## src/rtl/sfifo_pkg.sv

```systemverilog
package sfifo_pkg;
    typedef enum logic [1:0] {
        FM_PASS = 2'b00,
        FM_HOLD = 2'b01,
        FM_RING = 2'b10,
        FM_TRIG = 2'b11
    } fill_mode_e;

    typedef enum logic [2:0] {
        ST_OFF,
        ST_PASS,
        ST_HOLD,
        ST_RING,
        ST_ARMED,
        ST_FIRED
    } pol_state_e;

    localparam int AXES = 3;
endpackage

```

## src/rtl/sfifo_policy.sv

```systemverilog
module sfifo_policy
    import sfifo_pkg::*;
(
    input  logic       clk,
    input  logic       rst_n,
    input  logic       en,
    input  logic [1:0] fill_mode,
    input  logic       evt_sel,
    input  logic       motion_evt,
    input  logic       click_evt,
    output logic       flush,
    output logic       overwrite,
    output logic       depth_one
);
    pol_state_e state_q, state_d;
    logic       match;
    logic       fire;

    assign fire = evt_sel ? click_evt : motion_evt;

    always_comb begin
        unique case (state_q)
            ST_OFF:            match = 1'b0;
            ST_PASS:           match = (fill_mode == FM_PASS);
            ST_HOLD:           match = (fill_mode == FM_HOLD);
            ST_RING:           match = (fill_mode == FM_RING);
            ST_ARMED, ST_FIRED: match = (fill_mode == FM_TRIG);
            default:           match = 1'b0;
        endcase
    end

    always_comb begin
        state_d = state_q;
        if (!en) begin
            state_d = ST_OFF;
        end else if (!match) begin
            unique case (fill_mode)
                FM_PASS: state_d = ST_PASS;
                FM_HOLD: state_d = ST_HOLD;
                FM_RING: state_d = ST_RING;
                default: state_d = ST_ARMED;
            endcase
        end else if (state_q == ST_ARMED && fire) begin
            state_d = ST_FIRED;
        end
    end

    always_ff @(posedge clk) begin
        if (!rst_n) state_q <= ST_OFF;
        else        state_q <= state_d;
    end

    always_comb begin
        flush     = !en || !match;
        overwrite = 1'b0;
        depth_one = 1'b0;
        unique case (state_q)
            ST_PASS:  begin overwrite = 1'b1; depth_one = 1'b1; end
            ST_RING:  overwrite = 1'b1;
            ST_ARMED: overwrite = 1'b1;
            default:  overwrite = 1'b0;
        endcase
    end
endmodule

```

## src/rtl/sfifo_ptrs.sv

```systemverilog
module sfifo_ptrs #(
    parameter int DEPTH = 32,
    parameter int AW    = $clog2(DEPTH),
    parameter int CW    = AW + 1
) (
    input  logic          clk,
    input  logic          rst_n,
    input  logic          flush,
    input  logic          overwrite,
    input  logic          depth_one,
    input  logic          wr_valid,
    input  logic          rd_req,
    output logic          wr_en,
    output logic [AW-1:0] wr_addr,
    output logic [AW-1:0] rd_addr,
    output logic [CW-1:0] count
);
    logic [CW-1:0] cap;
    logic          full, pop, accept, drop, adv;

    assign cap    = depth_one ? CW'(1) : CW'(DEPTH);
    assign full   = (count == cap);
    assign pop    = rd_req && (count != '0);
    assign accept = wr_valid && (!full || overwrite);
    assign drop   = accept && full && !pop;
    assign adv    = pop || drop;
    assign wr_en  = accept && !flush;

    always_ff @(posedge clk) begin
        if (!rst_n || flush) begin
            wr_addr <= '0;
            rd_addr <= '0;
            count   <= '0;
        end else begin
            wr_addr <= wr_addr + AW'(accept);
            rd_addr <= rd_addr + AW'(adv);
            count   <= count + CW'(accept) - CW'(adv);
        end
    end
endmodule

```

## src/rtl/sfifo_store.sv

```systemverilog
module sfifo_store
    import sfifo_pkg::*;
#(
    parameter int DEPTH = 32,
    parameter int SW    = 16,
    parameter int AW    = $clog2(DEPTH)
) (
    input  logic               clk,
    input  logic               wr_en,
    input  logic [AW-1:0]      wr_addr,
    input  logic [AW-1:0]      rd_addr,
    input  logic [AXES*SW-1:0] wr_frame,
    output logic [AXES*SW-1:0] rd_frame
);
    for (genvar a = 0; a < AXES; a++) begin : g_axis
        logic [SW-1:0] cells [DEPTH];
        always_ff @(posedge clk) begin
            if (wr_en) cells[wr_addr] <= wr_frame[a*SW +: SW];
        end
        assign rd_frame[a*SW +: SW] = cells[rd_addr];
    end
endmodule

```

## src/rtl/sfifo_top.sv

```systemverilog
module sfifo_top #(
    parameter int DEPTH = 32,
    parameter int SW    = 16,
    localparam int AW   = $clog2(DEPTH),
    localparam int CW   = AW + 1
) (
    input  logic          clk,
    input  logic          rst_n,
    input  logic          en,
    input  logic [1:0]    fill_mode,
    input  logic          evt_sel,
    input  logic          motion_evt,
    input  logic          click_evt,
    input  logic [AW-1:0] mark_lvl,
    input  logic          wr_valid,
    input  logic [SW-1:0] wr_x,
    input  logic [SW-1:0] wr_y,
    input  logic [SW-1:0] wr_z,
    input  logic          rd_req,
    output logic [SW-1:0] rd_x,
    output logic [SW-1:0] rd_y,
    output logic [SW-1:0] rd_z,
    output logic [AW-1:0] unread,
    output logic          above_mark,
    output logic          at_capacity,
    output logic          is_empty
);
    logic          flush, overwrite, depth_one, wr_en;
    logic [AW-1:0] wr_addr, rd_addr;
    logic [CW-1:0] count;
    logic [3*SW-1:0] rd_frame;

    sfifo_policy u_policy (
        .clk(clk), .rst_n(rst_n), .en(en), .fill_mode(fill_mode),
        .evt_sel(evt_sel), .motion_evt(motion_evt), .click_evt(click_evt),
        .flush(flush), .overwrite(overwrite), .depth_one(depth_one)
    );

    sfifo_ptrs #(.DEPTH(DEPTH)) u_ptrs (
        .clk(clk), .rst_n(rst_n), .flush(flush), .overwrite(overwrite),
        .depth_one(depth_one), .wr_valid(wr_valid), .rd_req(rd_req),
        .wr_en(wr_en), .wr_addr(wr_addr), .rd_addr(rd_addr), .count(count)
    );

    sfifo_store #(.DEPTH(DEPTH), .SW(SW)) u_store (
        .clk(clk), .wr_en(wr_en), .wr_addr(wr_addr), .rd_addr(rd_addr),
        .wr_frame({wr_z, wr_y, wr_x}), .rd_frame(rd_frame)
    );

    assign {rd_z, rd_y, rd_x} = rd_frame;
    assign at_capacity = (count == CW'(DEPTH));
    assign is_empty    = (count == '0);
    assign unread      = at_capacity ? {AW{1'b1}} : count[AW-1:0];
    assign above_mark  = (count > {1'b0, mark_lvl});
endmodule

```

## config.mk

```make
export PLATFORM = sky130hd
export DESIGN_NAME = sfifo_top
export DESIGN_NICKNAME = d
export VERILOG_FILES = /design/src/rtl/sfifo_pkg.sv /design/src/rtl/sfifo_policy.sv /design/src/rtl/sfifo_ptrs.sv /design/src/rtl/sfifo_store.sv /design/src/rtl/sfifo_top.sv
export SDC_FILE = /design/constraint.sdc
export NUM_CORES = 1
export LEC_CHECK = 0
export BUFFER_PORTS_ARGS = -buffer_cell sky130_fd_sc_hd__clkbuf_2
export CORE_MARGIN = 1
export CORE_UTILIZATION = 67
export DETAILED_ROUTE_END_ITERATION = 6
export GPL_TIMING_DRIVEN = 1
export PLACE_DENSITY = 0.88
export RECOVER_POWER = 25
export SLEW_MARGIN = 20
export SYNTH_ARGS = -nofsm -noshare
export SYNTH_HDL_FRONTEND = slang
export SYNTH_SLANG_ARGS = --single-unit
```

## constraint.sdc

```tcl
create_clock -name clk -period 11.91 [get_ports clk]
set_input_delay 1.7865 -clock clk [delete_from_list [all_inputs] [get_ports clk]]
set_output_delay 1.7865 -clock clk [all_outputs]
set_load 0.01 [all_outputs]
```

# == Word-level counts from Yosys, hierarchy flattened ==
# Memory sizes are Yosys's and may differ from the RTL's. A register that Yosys moved wholly into a read port is not among the register bits.
# Index checks and enable logic that the tools add are counted.
# classes
addsub,4
n_mul,0
n_div,0
order_cmp,1
eq_ne,11
n_shift,0
n_mux,14
bitwise,0
reduce_logical,22
# op_table
cell,n
$mux W5,4
$add A5 B1 Y5,2
$pmux W3 S3,1
$add A6 B1 Y6,1
$eq A3 B2 Y1 const B,2
$eq A3 B3 Y1 const B,2
$eq A6 B6 Y1,1
$eq A6 B6 Y1 const B,1
$gt A6 B5 Y1,1
$logic_and A1 B1 Y1,6
$logic_not A1 Y1,6
$logic_not A6 Y1,1
$mux W3,2
$mux W6,1
$reduce_bool A6 Y1,1
$sub A6 B1 Y6,1
$mux W1,5
$eq A2 B2 Y1 const B,2
$logic_or A1 B1 Y1,4
$pmux W1 S4,1
$eq A3 B1 Y1 const B,1
$reduce_or A3 Y1,1
$eq A2 B1 Y1 const B,1
$logic_not A2 Y1,1
other kinds (3),3
# totals
regBits,19
latchBits,0
ramBits,1536
rom_bits,0
in_bits,63
out_inout_bits,56
wordCells,59
n_memories,3
# memory_table
name,words,width,rd,rd_ports_with_merged_regs,wr,line,text
u_store.g_axis[0].cells,32,16,1,1,1,sfifo_store.sv:16,logic [SW-1:0] cells [DEPTH];
u_store.g_axis[1].cells,32,16,1,1,1,sfifo_store.sv:16,
u_store.g_axis[2].cells,32,16,1,1,1,sfifo_store.sv:16,

# == Longest topological paths before layout ==
# depth
word_depth,12
depth_mapped,15
mapped_depth_nobuf,15

# == Cells and area by module ==
# Synthesis repeated with hierarchy kept, for this count alone.
# unflattened
cells_unflattened,3468
area_unflattened_um2,61124.9
# by_module_without_submodules
module,instances,cells_each,area_each_um2,seq_area_each_um2
sfifo_store,1,3317,59777.3,46124.2
sfifo_ptrs,1,96,897.1,320.3
sfifo_policy,1,30,257.7,60.1
sfifo_top,1,25,192.7,0.0

# == Worst setup path after synthesis ==
# Ideal clock, no wire load.
# synth_timing
path_type,input port to flip-flop
from,input fill_mode[0]
to,"memory u_store.g_axis[0].cells[12][0], enable pin"
setup_ns,0.454
arrival_time_ns,4.948
required_ns,11.456
path_slack_ns,6.508
stages,8
path_cell_list,inv_1 -> ha_1 -> mux2i_1 -> o221ai_1 -> and3_1 -> buf_2 -> nand3_1 -> nor2_1
# synth_between
elab_chain_len,8
elab_cells_between_ends,11
cone_classes,eq/ne (3); mux (3); reduce/logical (5)
# synth_rtl
element,line,text
"start, declared",sfifo_top.sv:10,"input logic [1:0] fill_mode,"
$eq A2 B2 Y1 (tied with other cells),sfifo_policy.sv:27,"ST_ARMED, ST_FIRED: match = (fill_mode == FM_TRIG);"
$pmux W1 S4 (*),sfifo_policy.sv:22,unique case (state_q)
$logic_not A1 Y1 (*),--,
$logic_or A1 B1 Y1 (*),sfifo_policy.sv:54,flush = !en || !match;
$logic_not A1 Y1 (*),sfifo_ptrs.sv:27,assign wr_en = accept && !flush;
$logic_and A1 B1 Y1 (*),sfifo_ptrs.sv:27,
$mux W1 (*),sfifo_store.sv:18,if (wr_en) cells[wr_addr] <= wr_frame[a*SW +: SW];
$mux W1 (not written as such) (*),sfifo_store.sv:18,
"end, declared",sfifo_store.sv:16,
# Mark *: on every way between the ends. The rest lies on a longest branch, timed or not.

==> impl_metrics.env <==
export IMPL_cts_resized=0
export IMPL_fin_util_pct=75.5
export IMPL_htree_levels=4
export IMPL_synth_edff_count=1536
export IMPL_nFillCells=4191
export IMPL_ir_worst_vdd_mv=0.153
export IMPL_ios=119
export IMPL_die_y_microns=300
export IMPL_syn_inst=2708
export IMPL_worstPathRequired_ns=10.12
export IMPL_hold_viol_final=0
export IMPL_hold_class="flop to flop"
export IMPL_post_dp_hpwl_mm=71.8
export IMPL_rsz0062_at_grt="false"
export IMPL_dieArea_sq_um=89800
export IMPL_p_leak_nw=19.8
export IMPL_core_area_sq_um=87300
export IMPL_cp_end_kind="primary output"
export IMPL_vias=32500
export IMPL_path_clk_slew_ns=0.06
export IMPL_critical_path_buf_inv_count=3
export IMPL_fin_area_sq_um=65900
export IMPL_clk_latency_ns=0.77
export IMPL_start_kind="flop"
export IMPL_cts_tree="done"
export IMPL_yosysUniqueCellTypes=46
export IMPL_maxSlewViolCount=0
export IMPL_ctsHoldBuffers=0
export IMPL_grt_use_total_pct=38.4
export IMPL_relSlewSlack_pct=7.05
export IMPL_fin_tns_setup_ns=0
export IMPL_place_area_sq_um=61300
export IMPL_critPathKind="flop to primary output"
export IMPL_cap_viol_max_count=0
export IMPL_ys_ff_latch=1555
export IMPL_synth_area_sq_um=59400
export IMPL_setup_viol=0
export IMPL_min_period_over_period_pct=58.2
export IMPL_power_density_nw_per_um2=162
export IMPL_wl_per_cell_microns=40.7
export IMPL_cts_path_max_buffers=3
export IMPL_syn_to_final_growth_pct=11.0
export IMPL_rows=108
export IMPL_antenna_found_initial=9
export IMPL_routed_wirelength_mm=169
export IMPL_clock_sinks=1555
export IMPL_avgSynthCellArea_sq_um=21.9
export IMPL_async_flop_share_pct=0
export IMPL_worst_path_max_delay_cell="dfxtp_4"
export IMPL_fin_crit_ns=6.94
export IMPL_nets=2959
export IMPL_skew_ns=0.0312
export IMPL_crit_arrival_ns=5.15
export IMPL_syn_nets=2794
export IMPL_cts_setup_buffers=0
export IMPL_worstPathCellList="buf_4 -> buf_4 -> mux4_2 -> a22o_1 -> a211oi_1 -> a21oi_1 -> clkbuf_2"
export IMPL_synth_main_ff_cell="edfxtp_1"
export IMPL_fmax_ghz=0.144
export IMPL_drive_above_1_share_pct=22.5
export IMPL_ys_seq_area_share_pct=78.4
export IMPL_worst_path_largest_cell_delay_ns=1.01
export IMPL_grt_pass1_vias=33500
export IMPL_status="finished, final reports clean"
export IMPL_final_antenna_net_count=0
export IMPL_start_util_pct=68.0
export IMPL_cts_root_buffer="clkbuf_16"
export IMPL_remaining_drc_errors=0
export IMPL_place_gp_congestion=0.775
export IMPL_portBuffers=118
export IMPL_worst_path_max_fanout=51
export IMPL_path_common_cell="buf_4"
export IMPL_path_delay_family="buffers and inverters"
export IMPL_max_slew_worst_pin_slew_ns=1.39
export IMPL_grt_max_degree=147
export IMPL_dr_pass1_iters=7
export IMPL_vias_per_cell=7.82
export IMPL_cts_buffers=147
export IMPL_fp_dieW_microns=300
export IMPL_grt_pass1_wl_mm=238
export IMPL_grt_ovfl_total=0
export IMPL_yosys_warnings=0
export IMPL_drt_iter0_drc=5340
==> path summary, 6_finish.rpt <==
path | slack, ns | to | cells after the start | startpoint
worst min register to register | 0.65 | u_policy.state_q[2]$_SDFFE_PN0P_ | 2 | u_policy.state_q[2]$_SDFFE_PN0P_
worst max-delay path | 4.97 | rd_z[4] | 7 | u_ptrs.rd_addr[0]$_SDFF_PP0_
worst min-delay path | 0.65 | u_policy.state_q[2]$_SDFFE_PN0P_ | 2 | u_policy.state_q[2]$_SDFFE_PN0P_
worst max register to register | 7.63 | u_store.g_axis[1].cells[20][6]$_DFFE_PP_ | 6 | u_policy.state_q[1]$_SDFFE_PN0P_
==> synthesized netlist by cell type (2+ instances only) <==
cell,n,share of area (%)
a21boi_0,2,0.025
xnor2_1,4,0.059
o22ai_1,47,0.50
buf_1,6,0.038
nor2_1,54,0.34
mux4_2,290,11
a22oi_1,48,0.61
nand2b_1,4,0.042
a21oi_1,53,0.45
nand2_1,3,0.019
nor2b_1,5,0.053
o221ai_1,49,0.72
edfxtp_1,1536,78
dfxtp_1,19,0.64
a211oi_1,95,1.2
nand4_1,2,0.021
nand4b_2,2,0.051
inv_1,24,0.15
buf_2,59,0.50
xor2_1,6,0.089
buf_6,7,0.13
a22o_1,47,0.69
buf_4,22,0.28
or3b_2,2,0.030
nand3_1,9,0.076
nand3b_1,7,0.089
mux2i_1,194,3.3
ha_1,22,0.46
clkbuf_1,61,0.39
o21ai_0,5,0.042
nor3b_1,5,0.063
or2_2,5,0.053
==> cell type report <==
type | instances | area (sq um) | area share (%)
tap | 1155 | 1450 | 2.19
timing repair buffer | 173 | 1020 | 1.55
clock buffer | 194 | 4000 | 6.07
sequential | 1555 | 46500 | 70.6
multi-input combinational | 972 | 12200 | 18.6
inverter | 24 | 90.1 | 0.137
clock inverter | 75 | 567 | 0.860
antenna | 7 | 17.5 | 0.0266
==> layout by cell type, fill, tap and decap left out, types with 49 or more instances in the layout <==
cell          n
a21oi_1      53
clkbuf_2     87
clkbuf_1     70
buf_4        49
o221ai_1     49
mux2i_1     194
clkbuf_16   153
a211oi_1     95
edfxtp_1   1536
mux4_2      290
==> cell families (layout without fill, tap and decap cells) <==
family                     Yosys count  after routing  synth area share (%)
buffers and inverters              181            466                  1.51
AOI/OAI and AO/OA                  351            351                  4.30
muxes                              484            484                  14.3
xor gates and xnor gates            10             10                 0.148
and+or+nand+nor                    104            104                 0.917
adders and majority gates           23             23                 0.497
other                                0              7                     0
DFF                               1555           1555                  78.4
==> sequential cells by signal, summed over array words and instances, names as in the netlist <==
name and count:
u_policy.state_q 3, u_ptrs.count 6, u_ptrs.rd_addr 5, u_ptrs.wr_addr 5, u_store.g_axis.cells 1536
==> through the flow <==
step | power (mW) | setup WS [ns] | hold WS [ns] | std cells
floorplan | 6.14 | 6.51 | 0.563 | 2708
finish | 10.7 | 4.97 | 0.653 | 4155
global placement | 6.21 | 5.87 | 0.601 | 3878
global route | 10.9 | 4.67 | 0.689 | 4153
CTS | 10.7 | 4.88 | 0.651 | 4147
detailed placement | 6.22 | 5.78 | 0.643 | 3878
==> worst register-to-register path, cell delays in order (launching register included) <==
cell and delay (ns):
dfxtp_1 0.47, nand3b_1 0.15, o221ai_1 0.36, and3_1 0.36
nand3_1 0.73, nor2_4 1.07, buf_4 0.73
==> where the power goes <==
group          internal [mW]  switching [mW]
Clock                   2.51            2.07
Combinational         0.0126          0.0849
Sequential              6.01         0.00153
==> routing by layer <==
layer,up-vias,global-route usage (%),share of wire [%]
li1,11800,-,-
met1,16200,47.0,31
met2,3603,60.9,48
met3,872,9.99,13
met4,4,26.0,7.6
met5,-,0,0.018
Power figures use the tool's default switching activity.
